--- src/rtl/exc_pkg.sv ---
package exc_pkg;
    localparam int N_EXC     = 4;
    localparam int VEC_W     = 8;
    localparam int EX_RST    = 0;
    localparam int EX_TRC    = 1;
    localparam int EX_IRQ    = 2;
    localparam int EX_TRP    = 3;
    localparam logic [1:0] TRACE_MODE = 2'd2;
    localparam logic [VEC_W-1:0] VEC_RESET = '0;
    localparam logic [VEC_W-1:0] VEC_TRACE = VEC_W'(5);
    localparam logic [VEC_W-1:0] VEC_TRAP  = VEC_W'(8);

    typedef enum logic [1:0] {
        IC_PLAIN = 2'd0,
        IC_CTRL  = 2'd1,
        IC_RET   = 2'd2,
        IC_MISC  = 2'd3
    } iclass_e;

    typedef struct packed {
        logic             valid;
        logic [N_EXC-1:0] kind;
        logic [VEC_W-1:0] vec;
    } pick_t;

    // Lowest set index wins (index 0 is highest rank).
    function automatic logic [N_EXC-1:0] first_set(input logic [N_EXC-1:0] req);
        logic [N_EXC-1:0] r;
        logic             seen;
        r    = '0;
        seen = 1'b0;
        for (int i = 0; i < N_EXC; i++) begin
            if (req[i] && !seen) begin
                r[i] = 1'b1;
                seen = 1'b1;
            end
        end
        return r;
    endfunction
endpackage

--- src/rtl/exc_edge.sv ---
module exc_edge (
    input  logic clk,
    input  logic rst,
    input  logic pin_i,
    input  logic wdt_i,
    output logic ev_o
);
    logic pin_q;

    always_ff @(posedge clk) begin
        if (rst) pin_q <= 1'b1;
        else     pin_q <= pin_i;
    end

    assign ev_o = (pin_i && !pin_q) || wdt_i;
endmodule

--- src/rtl/exc_select.sv ---
module exc_select
    import exc_pkg::*;
(
    input  logic             rst_ev_i,
    input  logic             busy_i,
    input  logic             after_rst_i,
    input  logic             instr_end_i,
    input  logic [1:0]       instr_class_i,
    input  logic             trace_i,
    input  logic [1:0]       int_mode_i,
    input  logic             irq_i,
    input  logic [VEC_W-1:0] irq_vec_i,
    input  logic             trap_i,
    input  logic [1:0]       trap_code_i,
    input  logic             seq_end_i,
    output logic             seq_done_o,
    output pick_t            pick_o
);
    logic             at_instr, at_seq;
    logic [N_EXC-1:0] req, win;
    logic [VEC_W-1:0] vtab [N_EXC];
    iclass_e          cls;

    assign cls      = iclass_e'(instr_class_i);
    assign at_instr = !busy_i && instr_end_i;
    assign at_seq   = busy_i && seq_end_i;
    assign seq_done_o = at_seq;

    assign req[EX_RST] = rst_ev_i;
    assign req[EX_TRC] = trace_i && (int_mode_i == TRACE_MODE)
                         && ((at_instr && cls != IC_RET) || at_seq);
    assign req[EX_IRQ] = irq_i
                         && ((at_instr && cls != IC_CTRL) || (at_seq && !after_rst_i));
    assign req[EX_TRP] = trap_i && !busy_i;

    assign vtab[EX_RST] = VEC_RESET;
    assign vtab[EX_TRC] = VEC_TRACE;
    assign vtab[EX_IRQ] = irq_vec_i;
    assign vtab[EX_TRP] = VEC_TRAP + VEC_W'(trap_code_i);

    assign win = first_set(req);

    always_comb begin
        pick_o.valid = |req;
        pick_o.kind  = win;
        pick_o.vec   = '0;
        for (int i = 0; i < N_EXC; i++) begin
            if (win[i]) pick_o.vec = vtab[i];
        end
    end
endmodule

--- src/rtl/exc_seq.sv ---
module exc_seq
    import exc_pkg::*;
(
    input  logic             clk,
    input  logic             rst,
    input  pick_t            pick_i,
    input  logic             seq_done_i,
    output logic             start_o,
    output logic [N_EXC-1:0] accept_o,
    output logic [VEC_W-1:0] vec_o,
    output logic             busy_o,
    output logic             after_rst_o
);
    always_ff @(posedge clk) begin
        if (rst) begin
            start_o     <= 1'b0;
            accept_o    <= '0;
            vec_o       <= '0;
            busy_o      <= 1'b0;
            after_rst_o <= 1'b0;
        end else begin
            start_o  <= pick_i.valid;
            accept_o <= pick_i.valid ? pick_i.kind : '0;
            if (pick_i.valid) begin
                vec_o       <= pick_i.vec;
                busy_o      <= 1'b1;
                after_rst_o <= pick_i.kind[EX_RST];
            end else if (seq_done_i) begin
                busy_o      <= 1'b0;
                after_rst_o <= 1'b0;
            end
        end
    end
endmodule

--- src/rtl/exc_arbiter.sv ---
module exc_arbiter
    import exc_pkg::*;
(
    input  logic             clk,
    input  logic             rst,
    input  logic             rst_pin_i,
    input  logic             wdt_ovf_i,
    input  logic             trace_i,
    input  logic [1:0]       int_mode_i,
    input  logic             irq_i,
    input  logic [VEC_W-1:0] irq_vec_i,
    input  logic             instr_end_i,
    input  logic [1:0]       instr_class_i,
    input  logic             trap_i,
    input  logic [1:0]       trap_code_i,
    input  logic             seq_end_i,
    output logic             start_o,
    output logic [N_EXC-1:0] accept_o,
    output logic [VEC_W-1:0] vec_o,
    output logic             busy_o
);
    logic  rst_ev, seq_done, after_rst;
    pick_t pick;

    exc_edge u_edge (
        .clk   (clk),
        .rst   (rst),
        .pin_i (rst_pin_i),
        .wdt_i (wdt_ovf_i),
        .ev_o  (rst_ev)
    );

    exc_select u_sel (
        .rst_ev_i      (rst_ev),
        .busy_i        (busy_o),
        .after_rst_i   (after_rst),
        .instr_end_i   (instr_end_i),
        .instr_class_i (instr_class_i),
        .trace_i       (trace_i),
        .int_mode_i    (int_mode_i),
        .irq_i         (irq_i),
        .irq_vec_i     (irq_vec_i),
        .trap_i        (trap_i),
        .trap_code_i   (trap_code_i),
        .seq_end_i     (seq_end_i),
        .seq_done_o    (seq_done),
        .pick_o        (pick)
    );

    exc_seq u_seq (
        .clk         (clk),
        .rst         (rst),
        .pick_i      (pick),
        .seq_done_i  (seq_done),
        .start_o     (start_o),
        .accept_o    (accept_o),
        .vec_o       (vec_o),
        .busy_o      (busy_o),
        .after_rst_o (after_rst)
    );
endmodule

--- config.mk ---
export PLATFORM = sky130hd
export DESIGN_NAME = exc_arbiter
export DESIGN_NICKNAME = d
export VERILOG_FILES = /design/src/rtl/exc_pkg.sv /design/src/rtl/exc_edge.sv /design/src/rtl/exc_select.sv /design/src/rtl/exc_seq.sv /design/src/rtl/exc_arbiter.sv
export SDC_FILE = /design/constraint.sdc
export NUM_CORES = 1
export LEC_CHECK = 0
export BUFFER_PORTS_ARGS = -buffer_cell sky130_fd_sc_hd__buf_2
export CAP_MARGIN = 25
export CORE_MARGIN = 5
export CORE_UTILIZATION = 43
export CTS_BUF_LIST = sky130_fd_sc_hd__clkbuf_4
export DETAILED_ROUTE_END_ITERATION = 12
export PLACE_DENSITY = 0.79
export SYNTH_ARGS = -nofsm -noshare
export SYNTH_HDL_FRONTEND = slang
export SYNTH_SLANG_ARGS = --single-unit
export TNS_END_PERCENT = 5
--- constraint.sdc ---
create_clock -name clk -period 1.4 [get_ports clk]
set_input_delay 0.07 -clock clk [delete_from_list [all_inputs] [get_ports clk]]
set_output_delay 0.07 -clock clk [all_outputs]
set_load 0.005 [all_outputs]
# [Yosys cells after proc, flatten, opt, wreduce, memory -nomap -nowiden]
# Index checks and enable logic that the tools add are counted.
[word_totals] register_bits=16 input_bits=23 out_inout_bits=14 elab_cells=48
[classes] addsub=1 n_eq_ne=3 n_mux=12 bitwise=1 reduce_logical=25
[op_table] operator="two-way mux 8 bit" n=2
[op_table] operator="logical AND 1 bit" n=13
[op_table] operator="two-way mux 1 bit" n=9
[op_table] operator="logical NOT 1 bit" n=6
[op_table] operator="adder 4 x 2 -> 5 bit (first input constant)" n=1
[op_table] operator="OR reduction 4 bit" n=1
[op_table] operator="logical OR 1 bit" n=3
[op_table] operator="two-way mux 3 bit" n=1
[op_table] operator="== test 2 bit (second input constant)" n=1
[op_table] operator="!= test 2 x 1 -> 1 bit (second input constant)" n=1
[op_table] operator="!= test 2 bit (second input constant)" n=1
[op_table] operator="nonzero test 2 bit" n=1
[op_table] operator="OR reduction 2 bit" n=1
[op_table] operator="inverter 1 bit" n=1

# [Logic depth before layout (Yosys ltp)]
# Gate-level depths: netlist of the first run.
[depth] depth_word=14 mapped_depth=6 ltp_nobuf=5

# [Hierarchy]
# A second synthesis of the first run with hierarchy kept.
[hier_totals] cells_unflattened=83 hier_area_um2=758.2
[by_module_without_submodules] mod="exc_seq" instances=1 cells_each=44 area_each_um2=483.0
[by_module_without_submodules] mod="exc_select" instances=1 cells_each=35 area_each_um2=237.7
[by_module_without_submodules] mod="exc_edge" instances=1 cells_each=4 area_each_um2=37.5

# [Worst setup path after synthesis of the first run]
# OpenSTA, ideal clock, no wires.
[synth_timing] path_kind="flip-flop to flip-flop" start="register u_seq.busy_o" end="register u_seq.after_rst_o" setup_ns=0.116 arrival_ns=1.155 path_slack_ns=0.129 path_stages_with_launch=6 n_path_buf=0 path_cell_list="dfxtp_1 -> nand2b_4 -> o21ai_1 -> nand4b_2 -> and2_4 -> a41o_1"
[synth_between] elab_chain_len=7
[synth_lines] element="start, declared" line_no="exc_seq.sv:11" rtl="output logic busy_o,"
[synth_lines] element="start signal, assigned" line_no="exc_seq.sv:19" rtl="busy_o <= 1'b0;"
[synth_lines] element="start signal, assigned" line_no="exc_seq.sv:26" rtl="busy_o <= 1'b1;"
[synth_lines] element="start signal, assigned" line_no="exc_seq.sv:29" rtl="busy_o <= 1'b0;"
[synth_lines] element="logical NOT 1 bit" line_no="exc_select.sv:25, exc_select.sv:34"
[synth_lines] element="logical AND 1 bit" line_no="exc_select.sv:25" rtl="assign at_instr = !busy_i && instr_end_i;"
[synth_lines] element="logical AND 1 bit, on equally long branches" line_no="exc_select.sv:31, exc_select.sv:33"
[synth_lines] element="logical OR 1 bit, on equally long branches" line_no="exc_select.sv:31, exc_select.sv:33"
[synth_lines] element="logical AND 1 bit, on equally long branches" line_no="exc_select.sv:31, exc_select.sv:33"
[synth_lines] element="OR reduction 4 bit" line_no="exc_select.sv:44" rtl="pick_o.valid = |req;"
[synth_lines] element="two-way mux 1 bit / nonzero test 2 bit (equally long branches)"
[synth_lines] element="end signal, assigned" line_no="exc_seq.sv:27" rtl="after_rst_o <= pick_i.kind[EX_RST];"
[synth_lines] element="end, declared" line_no="exc_seq.sv:12" rtl="output logic after_rst_o"
# Several ways; a longest one is shown, not always the timed one.
# A chain may end at the register's enable or synchronous reset.

# [Worst setup path in the final report of the first run]
# Ends and elaborated chain as after synthesis.

==> results.md, run 1 <==
- I/O pin count: 37
- Top post-synthesis cells by area: dfxtp_1, nor2_1, a22oi_1
- Sequential area share after synthesis: 0.513
- Area delta synth->final: 38.9%
- Clk slew on worst S/H paths: 0.08 ns
- Critical Path Sink Type: flip-flop
- First-pass GRT wire length: 2.34 mm
- Chip height: 48.1 um
- Initial antenna violation count: 0
- Number of diodes: 0
- TritonCTS clock tree: done
- Synthesized area per cell: 9.76 sq um
- Total grt overflow: 0
- Final ANT Viol Nets: 0
- Status: finished clean
- Fin. max-slew vios: 0
- Worst-Skew Late Latency: 0.28 ns
- Worst EP required: 1.58 ns
- DR WL/cell: 12.6 um
- Pin count of the biggest net entering global routing: 9
- Yosys cell types: 26
- Num rows: 13
- Pre-CTS setup slack: 0.0352 ns
- Synthesized instance count: 64
- GRT Util Overall: 0.154
- Hold Path Class: input port to flip-flop
- Most common cell in the netlist: dfxtp_1
- Syn Nets: 87
- Most used DFF post-synth: dfxtp_1
- Layout Utilization: 0.650
- CTS buffer count: 3
- Core Box Area: 1330 sq um
- Max-Slew Margin vs Limit: 0.732
- Number of global-route vias before repair: 582
- P per Cell Area: 998 nW/um^2
- Die ar.: 2310 sq um
- Final worst-path cycle share: 0.974
- Post-synth EDFFs: 0
- Clock sinks: 16
- Final number of setup-violating endpoints: 0
- CTS Buffer Depth: 2
- Filler cells: 120
- Ys Warns: 0
- Synth top area share: 0.513
- Final min period: 1.36 ns
- Post-synthesis cell area: 624 sq um
- Tightest Pin Transition: 0.402 ns
- #FFs+latches synth: 16
- FMAX: 733 MHz
- H-Tree Depth: 1
- Initial core utilization: 0.468
- Leakage power: 0.439 nW
- RSZ-0062 raised after global routing: yes
- CP Launch Type: flip-flop
- Critical path class: flip-flop to flip-flop
- Maximum vdd ir drop: 0.000416 V
- Max cap viols: 0
- Port Buffers: 36
- Storage element area: 320 sq um
- Via count: 584
- Largest area contributor in the netlist: dfxtp_1
- Worst setup margin: 0.0364 ns
- DR iter-0 viols: 4
- Routed vias/inst: 4.91
- Die W: 48.1 um
- HPWL after DPL: 1.16 mm
- FFs w/ async S/R, synth: 0
- Final Skew: 0.00258 ns
- Top cells by count, synth: dfxtp_1, nor2_1, nand2_1
- GPL Wtd Cong: 0.749
- Router iterations before antenna repair: 4
- Multi-input logic area: 298 sq um
- Arrival time at the worst endpoint: 1.54 ns
- CP Max Fanout: 5
- NumNets Final: 129
- Drt drc: 0
- Share of cells above drive strength 1: 0.471
- Final WL: 1.50 mm
- Final hold vios: 0
- Root Driver: clkbuf_4
==> flip-flops by register name, indices dropped and copies added, names as in the netlist <==
| signal | flops |
|---|---|
| u_seq.accept_o | 4 |
| u_seq.start_o | 1 |
| u_edge.pin_q | 1 |
| u_seq.busy_o | 1 |
| u_seq.vec_o | 8 |
| u_seq.after_rst_o | 1 |
==> logic make-up after synthesis <==
group | after synthesis | synth area share
and+or+nand+nor | 28 | 0.255
DFF | 16 | 0.513
AOI/OAI and AO/OA | 14 | 0.162
muxes | 3 | 0.0501
buffers and inverters | 3 | 0.0200
==> placed cells by master, fill, tap and decap left out, drive strengths merged, types with 2 or more instances in the layout <==
cell type | netlist | layout
buf | 1 | 36
nor2 | 10 | 10
dfxtp | 16 | 16
and2 | 2 | 2
inv | 2 | 2
mux2i | 2 | 2
a22oi | 4 | 4
dlygate4sd3 | 0 | 2
a21oi | 4 | 4
a31oi | 2 | 2
nand2 | 5 | 5
nor3 | 2 | 2
nor2b | 2 | 2
clkbuf | 0 | 3
==> area by class of cell <==
cell class,instances,area share
flip-flops and latches,16,0.369
multi-input cells,45,0.343
repair buffers,38,0.231
clock buffers,3,0.0260
well taps,15,0.0216
inverters,2,0.00866
==> critical path, cell delays in order (launching register included) <==
cell      delay (ns)
dfxtp_1         0.35
nand2b_4        0.15
o21ai_1         0.16
nand4b_2        0.19
and2_4          0.19
a41o_1          0.22
==> routing by layer <==
metal | vias to the layer above | track usage | share of wire
li1 | 303 | - | -
met1 | 253 | 0.182 | 0.43
met2 | 24 | 0.248 | 0.46
met3 | 4 | 0.0517 | 0.099
met4 | 0 | 0.0806 | 0.013
met5 | - | 0 | 0
==> what timing repair did <==
action / in CTS / in global routing
endpoints found under the hold margin: 3 / 0
buffers inserted: 0 / 0
endpoints found under the setup margin: 0 / 11
resized for setup: 0 / 3
hold buffers: 2 / 0
==> worst paths after layout <==
kind,startpoint,endpoint,slack [ns],cells after the start
setup / recovery,u_seq.busy_o,u_seq.after_rst_o,0.04,5
hold / removal,irq_vec_i[7],u_seq.vec_o[7],0.04,3
hold reg to reg,u_seq.vec_o[6],u_seq.vec_o[6],0.51,2
setup reg to reg,u_seq.busy_o,u_seq.after_rst_o,0.04,5
==> power by group <==
group          switching [W]  internal [W]
logic              0.0000705     0.0000799
clock network       0.000131     0.0000997
registers         0.00000953      0.000475
total               0.000211      0.000654
==> through the flow <==
| stage | power [W] | setup TNS [ns] | cell area, sq um | hold WS (ns) | cells |
|---|---|---|---|---|---|
| 5_1_grt | 0.000915 | -0.0396 | 867 | 0.0295 | 119 |
| 3_3_place_gp | 0.000637 | 0 | 818 | 0.270 | 114 |
| 3_5_place_dp | 0.000640 | 0 | 818 | 0.277 | 114 |
| 6_report | 0.000865 | 0 | 867 | 0.0410 | 119 |
| 2_1_floorplan | 0.000577 | 0 | 624 | 0.139 | 64 |
| 4_1_cts | 0.000875 | 0 | 861 | 0.0346 | 119 |
Note: power is estimated with default switching activity, not from simulation.
==> run 2: changes to the inputs <==
--- a/config.mk
+++ b/config.mk
@@ -7,11 +7,13 @@
 export LEC_CHECK = 0
 export BUFFER_PORTS_ARGS = -buffer_cell sky130_fd_sc_hd__buf_2
 export CAP_MARGIN = 25
+export CELL_PAD_IN_SITES_DETAIL_PLACEMENT = 0
+export CELL_PAD_IN_SITES_GLOBAL_PLACEMENT = 1
 export CORE_MARGIN = 5
-export CORE_UTILIZATION = 43
+export CORE_UTILIZATION = 31
 export CTS_BUF_LIST = sky130_fd_sc_hd__clkbuf_4
 export DETAILED_ROUTE_END_ITERATION = 12
-export PLACE_DENSITY = 0.79
+export PLACE_DENSITY_LB_ADDON = 0.1
 export SYNTH_ARGS = -nofsm -noshare
 export SYNTH_HDL_FRONTEND = slang
 export SYNTH_SLANG_ARGS = --single-unit
==> results.md, run 2 (synthesis results as in run 1) <==
- Clock sinks: 16 (unchanged)
- Most flop-heavy register: u_seq.vec_o
- P per Cell Area: 980 nW/um^2 (-1.7%)
- Die ar.: 3010 sq um (+30%)
- RSZ-0062 raised after global routing: yes
- Setup_tns: 0 ns (unchanged)
- Final instance area: 900 sq um (+3.8%)
- Worst-Skew Late Latency: 0.28 ns (about the same)
- Share of cells above drive strength 1: 0.467 (-0.00386)
- CTS Buffer Depth: 2 (unchanged)
- Initial core utilization: 0.322 (-0.147)
- Total grt overflow: 0 (unchanged)
- Multi-input logic area: 297 sq um (-0.42%)
- Fin. max-slew vios: 0 (unchanged)
- Chip height: 54.9 um (+14%)
- I/O pin count: 37 (unchanged)
- CP Launch Type: flip-flop
- Max-Slew Margin vs Limit: 0.834 (+0.103)
- Status: finished clean
- Hold Path Class: input port to flip-flop
- FMAX: 747 MHz (+1.9%)
- Max cap viols: 0 (unchanged)
- Leakage power: 0.449 nW (+2.3%)
- Worst EP required: 1.58 ns (about the same)
- Area delta synth->final: 44.1%
- Most frequent cells in the layout: buf_2, dfxtp_1, nor2_1
- CTS buffer count: 3 (unchanged)
- Commonest non-fill, non-tap cell in the layout: buf_2
- Initial antenna violation count: 0 (unchanged)
- Tightest Pin Transition: 0.248 ns (-0.155 ns)
- Critical Path Sink Type: flip-flop
- DR WL/cell: 11.4 um (-9.7%)
- Final Skew: 0.00501 ns (+0.00243 ns)
- Worst setup margin: 0.0622 ns (+0.0258 ns)
- HPWL after DPL: 1.26 mm (+9.3%)
- Max reg flops: 8 (unchanged)
- DR iter-0 viols: 5 (+1)
- GRT Util Overall: 0.113 (-0.0418)
- Pin count of the biggest net entering global routing: 10 (+1)
- Final worst-path cycle share: 0.956 (-0.0184)
- Largest registers: u_seq.vec_o x8, u_seq.accept_o x4
- Die W: 54.9 um (+14%)
- Final hold vios: 0 (unchanged)
- Final min period: 1.34 ns (-0.0258 ns)
- Number of diodes: 0 (unchanged)
- Routed vias/inst: 4.45 (-9.4%)
- H-Tree Depth: 1 (unchanged)
- TritonCTS clock tree: done
- Root Driver: clkbuf_4
- Router iterations before antenna repair: 4 (unchanged)
- Core Box Area: 1940 sq um (+46%)
- Port Buffers: 36 (unchanged)
- Area after DPL: 848 sq um (+3.7%)
- Critical path class: flip-flop to flip-flop
- Number of global-route vias before repair: 579 (-0.52%)
- Arrival time at the worst endpoint: 1.52 ns (-0.02 ns)
- Pre-CTS setup slack: 0.0390 ns (+0.00383 ns)
- Post-CTS Setup Bufs: 0 (unchanged)
- Final WL: 1.53 mm (+1.7%)
- Hold path cells: 3 (unchanged)
- Clk slew on worst S/H paths: 0.09 ns (about the same)
- Via count: 596 (+2.1%)
- First-pass GRT wire length: 2.37 mm (+1.5%)
- Filler cells: 211 (+76%)
- Drt drc: 0 (unchanged)
- NumNets Final: 131 (+1.6%)
- Storage element area: 320 sq um (unchanged)
- Num rows: 16 (+3)
- Maximum vdd ir drop: 0.000455 V (+9.5%)
- Final ANT Viol Nets: 0 (unchanged)
- Worst reg-to-reg path cell count: 5 (unchanged)
- Final number of setup-violating endpoints: 0 (unchanged)
- CP Max Fanout: 5 (unchanged)
- GPL Wtd Cong: 0.695 (-7.2%)
[run 2: changes by cell type in the layout (fill, tap and decap cells not counted)]
cell / change
buf_4: +2
and2_1: +1
and2_2: -1
clkinv_1: +1
[run 2: final timing paths]
path                       start           endpoint  slack [ns]
hold / removal      irq_vec_i[7]     u_seq.vec_o[7]        0.03
setup reg to reg    u_seq.busy_o  u_seq.after_rst_o        0.06
hold reg to reg   u_seq.vec_o[7]     u_seq.vec_o[7]        0.51
setup / recovery    u_seq.busy_o  u_seq.after_rst_o        0.06
[run 2: timing repair]
action / in CTS / in global routing
gates resized for setup: 0 / 2
setup endpoints to repair: 0 / 8
hold buffers: 2 / 0
endpoints found under the hold margin: 3 / 0
[run 2: final cells by class]
type / instances / share of cell area
Clock inverter: 1 / 0.00417
Sequential cell: 16 / 0.356
Clock buffer: 3 / 0.0250
Multi-Input combinational cell: 45 / 0.330
Timing Repair Buffer: 40 / 0.239
Tap cell: 27 / 0.0376
Inverter: 2 / 0.00834
[run 2: report_power, final]
group / internal (W) / total (W) / switching, W / leakage [nW]
Clock: 0.000103 / 0.000244 / 0.000140 / 0.0154
Sequential: 0.000475 / 0.000483 / 0.00000864 / 0.131
Combinational: 0.0000826 / 0.000155 / 0.0000721 / 0.303
Total: 0.000661 / 0.000882 / 0.000221 / 0.449
[run 2: routing by layer]
layer,wire (um),global-route usage,up-vias
li1,-,-,313
met1,688,0.142,259
met2,701,0.167,20
met3,107,0.0272,4
met4,29,0.0747,0
met5,0,0,-
[run 2: critical path, stage by stage, from the launching register on]
cell,delay (ns)
dfxtp_1,0.38
nand2_1,0.11
o22ai_2,0.21
a21oi_2,0.13
and2_4,0.18
a41o_1,0.23
[run 2: per-stage QoR]
| stage | instances | util | total power, W | hold WS [ns] |
|---|---|---|---|---|
| 6_report | 134 | 0.463 | 0.000882 | 0.0318 |
| 3_3_place_gp | 128 | 0.437 | 0.000645 | 0.272 |
| 5_1_grt | 134 | 0.463 | 0.000938 | 0.0423 |
| 3_5_place_dp | 128 | 0.437 | 0.000646 | 0.279 |
| 4_1_cts | 134 | 0.461 | 0.000899 | 0.0229 |
| 2_1_floorplan | 64 | - | 0.000577 | 0.139 |
